File: config.mk
export PLATFORM = sky130hd
export DESIGN_NAME = serlink_port
export DESIGN_NICKNAME = d
export VERILOG_FILES = /design/src/rtl/serlink_pkg.sv /design/src/rtl/serlink_sync.sv /design/src/rtl/serlink_tx.sv /design/src/rtl/serlink_rx.sv /design/src/rtl/serlink_irq.sv /design/src/rtl/serlink_port.sv
export SDC_FILE = /design/constraint.sdc
export NUM_CORES = 1
export LEC_CHECK = 0
export ABC_AREA = 1
export BUFFER_PORTS_ARGS = -buffer_cell sky130_fd_sc_hd__buf_2
export CORE_MARGIN = 4
export CORE_UTILIZATION = 47
export CTS_CLUSTER_DIAMETER = 40
export DETAILED_ROUTE_END_ITERATION = 12
export HOLD_SLACK_MARGIN = 0.06
export PLACE_DENSITY = 0.67
export SYNTH_ARGS = -nofsm -noshare
export SYNTH_HDL_FRONTEND = slang
export SYNTH_SLANG_ARGS = --single-unit
File: constraint.sdc
create_clock -name clk -period 2.05 [get_ports clk]
set_input_delay 0 -clock clk [delete_from_list [all_inputs] [get_ports clk]]
set_output_delay 0 -clock clk [all_outputs]
set_load 0.005 [all_outputs]
File: src/rtl/serlink_pkg.sv
package serlink_pkg;

    typedef enum logic [1:0] {
        SEL_DATA  = 2'b00,
        SEL_LINE  = 2'b01,
        SEL_INTC  = 2'b10,
        SEL_SCR   = 2'b11
    } reg_sel_e;

    // packed so that bit 0 = receive, bit 1 = terminal-ready, bit 2 = clear-to-send
    typedef struct packed {
        logic cts_en;
        logic dtr_en;
        logic rx_en;
    } irq_en_t;

endpackage

File: src/rtl/serlink_sync.sv
module serlink_sync #(
    parameter int WIDTH  = 1,
    parameter int STAGES = 2
) (
    input  logic             clk,
    input  logic             rst_n,
    input  logic [WIDTH-1:0] d,
    output logic [WIDTH-1:0] q
);
    logic [WIDTH-1:0] st_d [STAGES];
    logic [WIDTH-1:0] st_q [STAGES];

    always_comb begin
        st_d[0] = d;
        for (int i = 1; i < STAGES; i++) st_d[i] = st_q[i-1];
    end

    always_ff @(posedge clk or negedge rst_n) begin
        if (!rst_n) begin
            for (int i = 0; i < STAGES; i++) st_q[i] <= '0;
        end else begin
            for (int i = 0; i < STAGES; i++) st_q[i] <= st_d[i];
        end
    end

    assign q = st_q[STAGES-1];
endmodule

File: src/rtl/serlink_tx.sv
module serlink_tx #(
    parameter int DATA_W = 8
) (
    input  logic              clk,
    input  logic              rst_n,
    input  logic              load,
    input  logic [DATA_W-1:0] load_data,
    output logic              busy,
    output logic              ser_out,
    output logic              ser_stb
);
    localparam int CNT_W = $clog2(DATA_W);

    typedef struct packed {
        logic              busy;
        logic              phase;
        logic [CNT_W-1:0]  cnt;
        logic [DATA_W-1:0] sh;
    } tx_st_t;

    tx_st_t st_d, st_q;

    always_comb begin
        st_d = st_q;
        if (load && !st_q.busy) begin
            st_d.busy  = 1'b1;
            st_d.phase = 1'b0;
            st_d.cnt   = '0;
            st_d.sh    = load_data;
        end else if (st_q.busy) begin
            if (!st_q.phase) begin
                st_d.phase = 1'b1;
            end else begin
                st_d.phase = 1'b0;
                st_d.sh    = st_q.sh >> 1;
                if (st_q.cnt == CNT_W'(DATA_W-1)) st_d.busy = 1'b0;
                else                              st_d.cnt  = st_q.cnt + 1'b1;
            end
        end
    end

    always_ff @(posedge clk or negedge rst_n) begin
        if (!rst_n) st_q <= '0;
        else        st_q <= st_d;
    end

    assign busy    = st_q.busy;
    assign ser_out = st_q.busy & st_q.sh[0];
    assign ser_stb = st_q.busy & st_q.phase;

    p_stb_single_r4: assert property (@(posedge clk) disable iff (!rst_n)
        ser_stb |=> !ser_stb);
    p_bit_held_r4: assert property (@(posedge clk) disable iff (!rst_n)
        ser_stb |-> $stable(ser_out));
    p_start_needs_load_r5: assert property (@(posedge clk) disable iff (!rst_n)
        $rose(busy) |-> $past(load));
endmodule

File: src/rtl/serlink_rx.sv
module serlink_rx #(
    parameter int DATA_W = 8
) (
    input  logic              clk,
    input  logic              rst_n,
    input  logic              bit_s,
    input  logic              stb_s,
    input  logic              take,
    output logic [DATA_W-1:0] data,
    output logic              ready,
    output logic              done
);
    localparam int CNT_W = $clog2(DATA_W);

    typedef struct packed {
        logic              stb_prev;
        logic [CNT_W-1:0]  cnt;
        logic [DATA_W-1:0] sh;
        logic [DATA_W-1:0] data;
        logic              ready;
    } rx_st_t;

    rx_st_t st_d, st_q;
    logic   rise;

    always_comb begin
        st_d          = st_q;
        done          = 1'b0;
        rise          = stb_s & ~st_q.stb_prev;
        st_d.stb_prev = stb_s;
        if (rise) begin
            st_d.sh = {bit_s, st_q.sh[DATA_W-1:1]};
            if (st_q.cnt == CNT_W'(DATA_W-1)) begin
                st_d.cnt   = '0;
                st_d.data  = {bit_s, st_q.sh[DATA_W-1:1]};
                st_d.ready = 1'b1;
                done       = 1'b1;
            end else begin
                st_d.cnt = st_q.cnt + 1'b1;
            end
        end
        if (take && !done) st_d.ready = 1'b0;
    end

    always_ff @(posedge clk or negedge rst_n) begin
        if (!rst_n) st_q <= '0;
        else        st_q <= st_d;
    end

    assign data  = st_q.data;
    assign ready = st_q.ready;

    p_done_sets_ready_r6: assert property (@(posedge clk) disable iff (!rst_n)
        done |=> ready);
    p_take_clears_r7: assert property (@(posedge clk) disable iff (!rst_n)
        (take && !done) |=> !ready);
endmodule

File: src/rtl/serlink_irq.sv
module serlink_irq
    import serlink_pkg::*;
(
    input  logic       clk,
    input  logic       rst_n,
    input  logic       wr_ctl,
    input  logic [3:0] wdata,
    input  logic       rx_done,
    input  logic       dtr_s,
    input  logic       cts_s,
    output irq_en_t    en,
    output logic       active
);
    typedef struct packed {
        irq_en_t en;
        logic    active;
        logic    dtr_prev;
        logic    cts_prev;
    } irq_st_t;

    irq_st_t st_d, st_q;
    logic    ev;

    always_comb begin
        st_d          = st_q;
        st_d.dtr_prev = dtr_s;
        st_d.cts_prev = cts_s;
        ev = (st_q.en.rx_en  & rx_done)
           | (st_q.en.dtr_en & (dtr_s ^ st_q.dtr_prev))
           | (st_q.en.cts_en & cts_s & ~st_q.cts_prev);
        if (wr_ctl) begin
            st_d.en = irq_en_t'(wdata[2:0]);
            if (!wdata[3]) st_d.active = 1'b0;
        end
        if (ev) st_d.active = 1'b1;
    end

    always_ff @(posedge clk or negedge rst_n) begin
        if (!rst_n) st_q <= '0;
        else        st_q <= st_d;
    end

    assign en     = st_q.en;
    assign active = st_q.active;

    p_dtr_edge_r9: assert property (@(posedge clk) disable iff (!rst_n)
        (st_q.en.dtr_en && (dtr_s != st_q.dtr_prev)) |=> active);
    p_cts_fall_quiet_r10: assert property (@(posedge clk) disable iff (!rst_n)
        (!cts_s && st_q.cts_prev && !wr_ctl && !rx_done && (dtr_s == st_q.dtr_prev))
        |=> $stable(active));
    p_clear_r11: assert property (@(posedge clk) disable iff (!rst_n)
        (wr_ctl && !wdata[3] && !ev) |=> !active);
endmodule

File: src/rtl/serlink_port.sv
module serlink_port
    import serlink_pkg::*;
#(
    parameter int DATA_W      = 8,
    parameter int SYNC_STAGES = 2
) (
    input  logic              clk,
    input  logic              rst_n,
    input  logic [1:0]        addr,
    input  logic              wr_en,
    input  logic              rd_en,
    input  logic [DATA_W-1:0] wdata,
    output logic [DATA_W-1:0] rdata,
    output logic              ser_out,
    output logic              ser_out_stb,
    input  logic              ser_in,
    input  logic              ser_in_stb,
    input  logic              dtr_in,
    output logic              dtr_out,
    input  logic              cts_in,
    output logic              cts_out,
    output logic              irq
);
    localparam int PAD_LINE = DATA_W - 5;
    localparam int PAD_INTC = DATA_W - 4;

    typedef struct packed {
        logic              dtr_ctl;
        logic [DATA_W-1:0] scratch;
    } top_st_t;

    top_st_t     st_d, st_q;
    reg_sel_e    sel;
    logic [3:0]  sync_q;
    logic        bit_s, stb_s, dtr_s, cts_s;
    logic        tx_busy, line_clear, tx_load;
    logic        rx_take, rx_ready, rx_done;
    logic [DATA_W-1:0] rx_data;
    irq_en_t     irq_en;
    logic        irq_active;

    assign sel = reg_sel_e'(addr);

    serlink_sync #(.WIDTH(4), .STAGES(SYNC_STAGES)) u_sync (
        .clk  (clk),
        .rst_n(rst_n),
        .d    ({cts_in, dtr_in, ser_in_stb, ser_in}),
        .q    (sync_q)
    );
    assign {cts_s, dtr_s, stb_s, bit_s} = sync_q;

    assign line_clear = ~tx_busy & cts_s;
    assign tx_load    = wr_en & (sel == SEL_DATA) & line_clear;
    assign rx_take    = rd_en & (sel == SEL_DATA);

    serlink_tx #(.DATA_W(DATA_W)) u_tx (
        .clk      (clk),
        .rst_n    (rst_n),
        .load     (tx_load),
        .load_data(wdata),
        .busy     (tx_busy),
        .ser_out  (ser_out),
        .ser_stb  (ser_out_stb)
    );

    serlink_rx #(.DATA_W(DATA_W)) u_rx (
        .clk  (clk),
        .rst_n(rst_n),
        .bit_s(bit_s),
        .stb_s(stb_s),
        .take (rx_take),
        .data (rx_data),
        .ready(rx_ready),
        .done (rx_done)
    );

    serlink_irq u_irq (
        .clk    (clk),
        .rst_n  (rst_n),
        .wr_ctl (wr_en & (sel == SEL_INTC)),
        .wdata  (wdata[3:0]),
        .rx_done(rx_done),
        .dtr_s  (dtr_s),
        .cts_s  (cts_s),
        .en     (irq_en),
        .active (irq_active)
    );

    always_comb begin
        st_d = st_q;
        if (wr_en) begin
            if (sel == SEL_LINE) st_d.dtr_ctl = wdata[0];
            if (sel == SEL_SCR)  st_d.scratch = wdata;
        end
    end

    always_ff @(posedge clk or negedge rst_n) begin
        if (!rst_n) st_q <= '0;
        else        st_q <= st_d;
    end

    always_comb begin
        unique case (sel)
            SEL_DATA: rdata = rx_data;
            SEL_LINE: rdata = {{PAD_LINE{1'b0}}, cts_s, line_clear, rx_ready, dtr_s, st_q.dtr_ctl};
            SEL_INTC: rdata = {{PAD_INTC{1'b0}}, irq_active, irq_en};
            default:  rdata = st_q.scratch;
        endcase
    end

    assign dtr_out = st_q.dtr_ctl;
    assign cts_out = ~rx_ready;
    assign irq     = irq_active;

    p_blocked_write_r5: assert property (@(posedge clk) disable iff (!rst_n)
        (wr_en && sel == SEL_DATA && !tx_busy && !cts_s) |=> !tx_busy);
    p_cts_out_after_read_r7: assert property (@(posedge clk) disable iff (!rst_n)
        (rx_take && !rx_done) |=> cts_out);
endmodule

==> results.sh <==
export IMPL_synth_cell_types=23
export IMPL_clock_sinks=56
export IMPL_synth_edff_count=0
export IMPL_dr_pass1_iters=4
export IMPL_synthFlopType="dfrtp_1"
export IMPL_synthTopCellsByCount="nand2_1 (93), dfrtp_1 (56), inv_1 (30)"
export IMPL_crit_slowest_cell="dfrtp_1"
export IMPL_cts_path_max_buffers=2
export IMPL_hp_start="addr[1]"
export IMPL_r2r_end="u_rx.data[5]$_DFFE_PN0N_"
export IMPL_pre_cts_ws_ns=0.679
export IMPL_p_clk_share_pct=25.6
export IMPL_routed_via_count=1871
export IMPL_syn_avg_cell_area_um2=8.93
export IMPL_h_tree_depth=2
export IMPL_hold_path_end="dtr_out$_DFFE_PN0P_"
export IMPL_die_y_um=79.8
export IMPL_finalCritPeriodShare_pct=68.7
export IMPL_r2r_cells=7
export IMPL_synth_cell_area_um2=2420
export IMPL_synth_most_common_cell="nand2_1"
export IMPL_dieWidth_um=79.8
export IMPL_setup_viol=0
export IMPL_crit_top_cell="ha_1"
export IMPL_cts_tree="built"
export IMPL_final_layout_size_suffix_gt1_share_pct=17.0
export IMPL_globalplace_congestion=0.766
export IMPL_finClkSkew_ns=0.00400
export IMPL_p_sw_uw=907
export IMPL_power_density_nw_per_um2=1020
export IMPL_grt_pass1_vias=1848
export IMPL_initial_utilization_pct=49.9
export IMPL_drt_initial_drc_count=126
export IMPL_hold_class="in2reg"
export IMPL_synthArstFlopShare_pct=100
export IMPL_status="finished clean"
export IMPL_ys_seq_area_share_pct=57.9
export IMPL_grt_pass1_wl_mm=8.62
export IMPL_vias_per_cell=4.86
export IMPL_antenna_found_initial=0
export IMPL_clk_pin_slew_worst_paths_ns=0.09
export IMPL_syn_to_final_growth_pct=20.0
export IMPL_max_cap_violations=0
export IMPL_fp_dieArea_um2=6360
export IMPL_yosysTopAreaCellShare_pct=57.9
export IMPL_holdWs_ns=0.107
export IMPL_syn_num_nets=293
export IMPL_cts_root_buf="clkbuf_8"
export IMPL_hold_viol=0
export IMPL_fin_crit_ns=1.41
export IMPL_tightest_slew_ns=0.552
export IMPL_io_buffers=30
export IMPL_coreArea_um2=4850
export IMPL_insertion_delay_ns=0.30
export IMPL_rrSetupSlack_ns=0.64
export IMPL_multi_input_area_um2=850
export IMPL_critPathLaunchType="register"
export IMPL_setup_slack_ns=0.641
export IMPL_cp_data_required_time_ns=2.27
export IMPL_cp_end_kind="register"
export IMPL_ant_nets=0
export IMPL_synth_area_top_cells="dfrtp_1 (58%), nand2_1 (14%), nand3_1 (5.4%)"
export IMPL_drc=0
export IMPL_grt_setup_unrepaired="no"
export IMPL_regToRegStartpoint="u_rx.st_q[17]$_DFFE_PN0N_"
export IMPL_regArea_um2=1400
export IMPL_yosys_warnings=0
export IMPL_diodes=0
export IMPL_fill_cells=432
export IMPL_grt_overflow=0
export IMPL_ctsResizeCount=0
export IMPL_whs_path_depth=4
export IMPL_crit_fanout=16
export IMPL_synth_seq_cells=56
export IMPL_max_slew_margin_rel_pct=63.2
export IMPL_seq_power_share_pct=51.5
export IMPL_crit_type="reg2reg"
export IMPL_internal_power_uw=2070
export IMPL_power_frac_comb_pct=22.9
export IMPL_maxSlewViolCount=0
export IMPL_fin_nets=339
export IMPL_ioPinCount=31
export IMPL_cellLeakagePower_uw=0.00153
export IMPL_dp_hpwl_mm=3.58
export IMPL_wire_per_inst_um=12.8
export IMPL_cts_buffers=5
export IMPL_synthCells=271
export IMPL_fmax_mhz=710
export IMPL_max_stage_delay_ns=0.40
export IMPL_swShare_pct=30.5
export IMPL_tns_ns=0
export IMPL_peakVddDrop_mv=0.523
export IMPL_crit_arrival_ns=1.63
export IMPL_path_cells="ha_1 > ha_1 > inv_1 > nor2_4 > inv_2 > nand2_1 > o21ai_1"
export IMPL_grt_use_total_pct=17.6
export IMPL_grt_max_degree=35
export IMPL_synth_top_cell_by_area="dfrtp_1"
export IMPL_wl_mm=4.94
export IMPL_rows=25
-- critical path, delay by kind of cell, from the launching register on --
family,cells,cell delay [ns]
buf+inv,2,0.30
simple gates,2,0.15
compound gates,1,0.10
flops,1,0.40
fa+ha+maj,2,0.38
-- registers in the layout, summed over array words and instances (netlist names) --
register,flops
u_sync.st_d,4
u_sync.q,4
u_irq.active,1
u_irq.st_q,2
dtr_out,1
u_rx.data,8
u_tx.busy,1
st_q,8
u_irq.en,3
u_rx.ready,1
u_tx.st_q,12
u_rx.st_q,11
-- worst max-delay path by stage --
stage                                          from                  endpoint  slack, ns  cells past startpoint
after floorplan           u_rx.st_q[17]$_DFFE_PN0N_  u_rx.data[1]$_DFFE_PN0N_       0.71                      7
after global placement    u_rx.st_q[17]$_DFFE_PN0N_  u_rx.data[7]$_DFFE_PN0N_       0.71                      6
after detailed placement  u_rx.st_q[17]$_DFFE_PN0N_  u_rx.data[7]$_DFFE_PN0N_       0.68                      6
after CTS                 u_rx.st_q[17]$_DFFE_PN0N_  u_rx.data[5]$_DFFE_PN0N_       0.62                      7
after global routing      u_rx.st_q[17]$_DFFE_PN0N_  u_rx.data[5]$_DFFE_PN0N_       0.48                      7
final                     u_rx.st_q[17]$_DFFE_PN0N_  u_rx.data[5]$_DFFE_PN0N_       0.64                      7
-- logic make-up (layout without fill, tap and decap cells) --
group,count (synthesis),in the layout,share of synthesized area [%]
AND/OR/NAND/NOR,138,138,25.5
adder cells (fa/ha/maj),4,4,2.07
flip-flops,56,56,57.9
buffers and inverters,40,87,7.03
AO/OA/AOI/OAI,33,33,7.49
-- timing repair --
| item | 4_1_cts | 5_1_grt |
|---|---|---|
| hold buffers | 15 | 0 |
| buffers inserted | 0 | 0 |
| hold endpoints to repair | 48 | 0 |
-- layer usage --
layer	vias up	global-route usage [%]	part of all wire [%]
met5	-	0	0
met4	0	5.57	1.1
met3	6	2.82	3.5
met2	36	29.9	49
met1	870	23.0	46
li1	959	-	-
-- cell usage in the layout, fill, tap and decap left out, drive strengths merged --
| master | n |
|---|---|
| a22o | 2 |
| nand4 | 4 |
| clkbuf | 7 |
| o21a | 1 |
| ha | 4 |
| a21oi | 2 |
| dfrtp | 56 |
| o211ai | 1 |
| o21ai | 27 |
| nand2 | 98 |
| inv | 33 |
| nor2 | 8 |
| nand3b | 1 |
| buf | 31 |
| nand3 | 27 |
| bufinv | 1 |
| dlygate4sd3 | 15 |
-- power by group through the flow --
stage	Sequential, µW	Combinational [µW]	Clock, µW
2_1_floorplan	1490	485	0
5_1_grt	1560	813	825
3_5_place_dp	1550	670	0
3_3_place_gp	1540	649	0
6_report	1530	681	763
4_1_cts	1530	696	786
-- per-stage QoR --
step           std cells  instance area [µm²]  power [µW]  utilization, %
3_3_place_gp         362                 2630        2190            54.2
3_5_place_dp         362                 2630        2220            54.2
5_1_grt              385                 2910        3200            59.9
6_report             385                 2910        2980            59.9
2_1_floorplan        271                 2420        1970               -
4_1_cts              385                 2910        3010            59.9
-- cell type report --
cell class | instances | area share [%]
flip-flops and latches | 56 | 48.2
well taps | 67 | 2.89
inverters | 33 | 4.26
clock inverters | 1 | 1.03
clock buffers | 7 | 3.32
repair buffers | 46 | 11.0
multi-input cells | 175 | 29.2
Power figures use the tool's default switching activity.
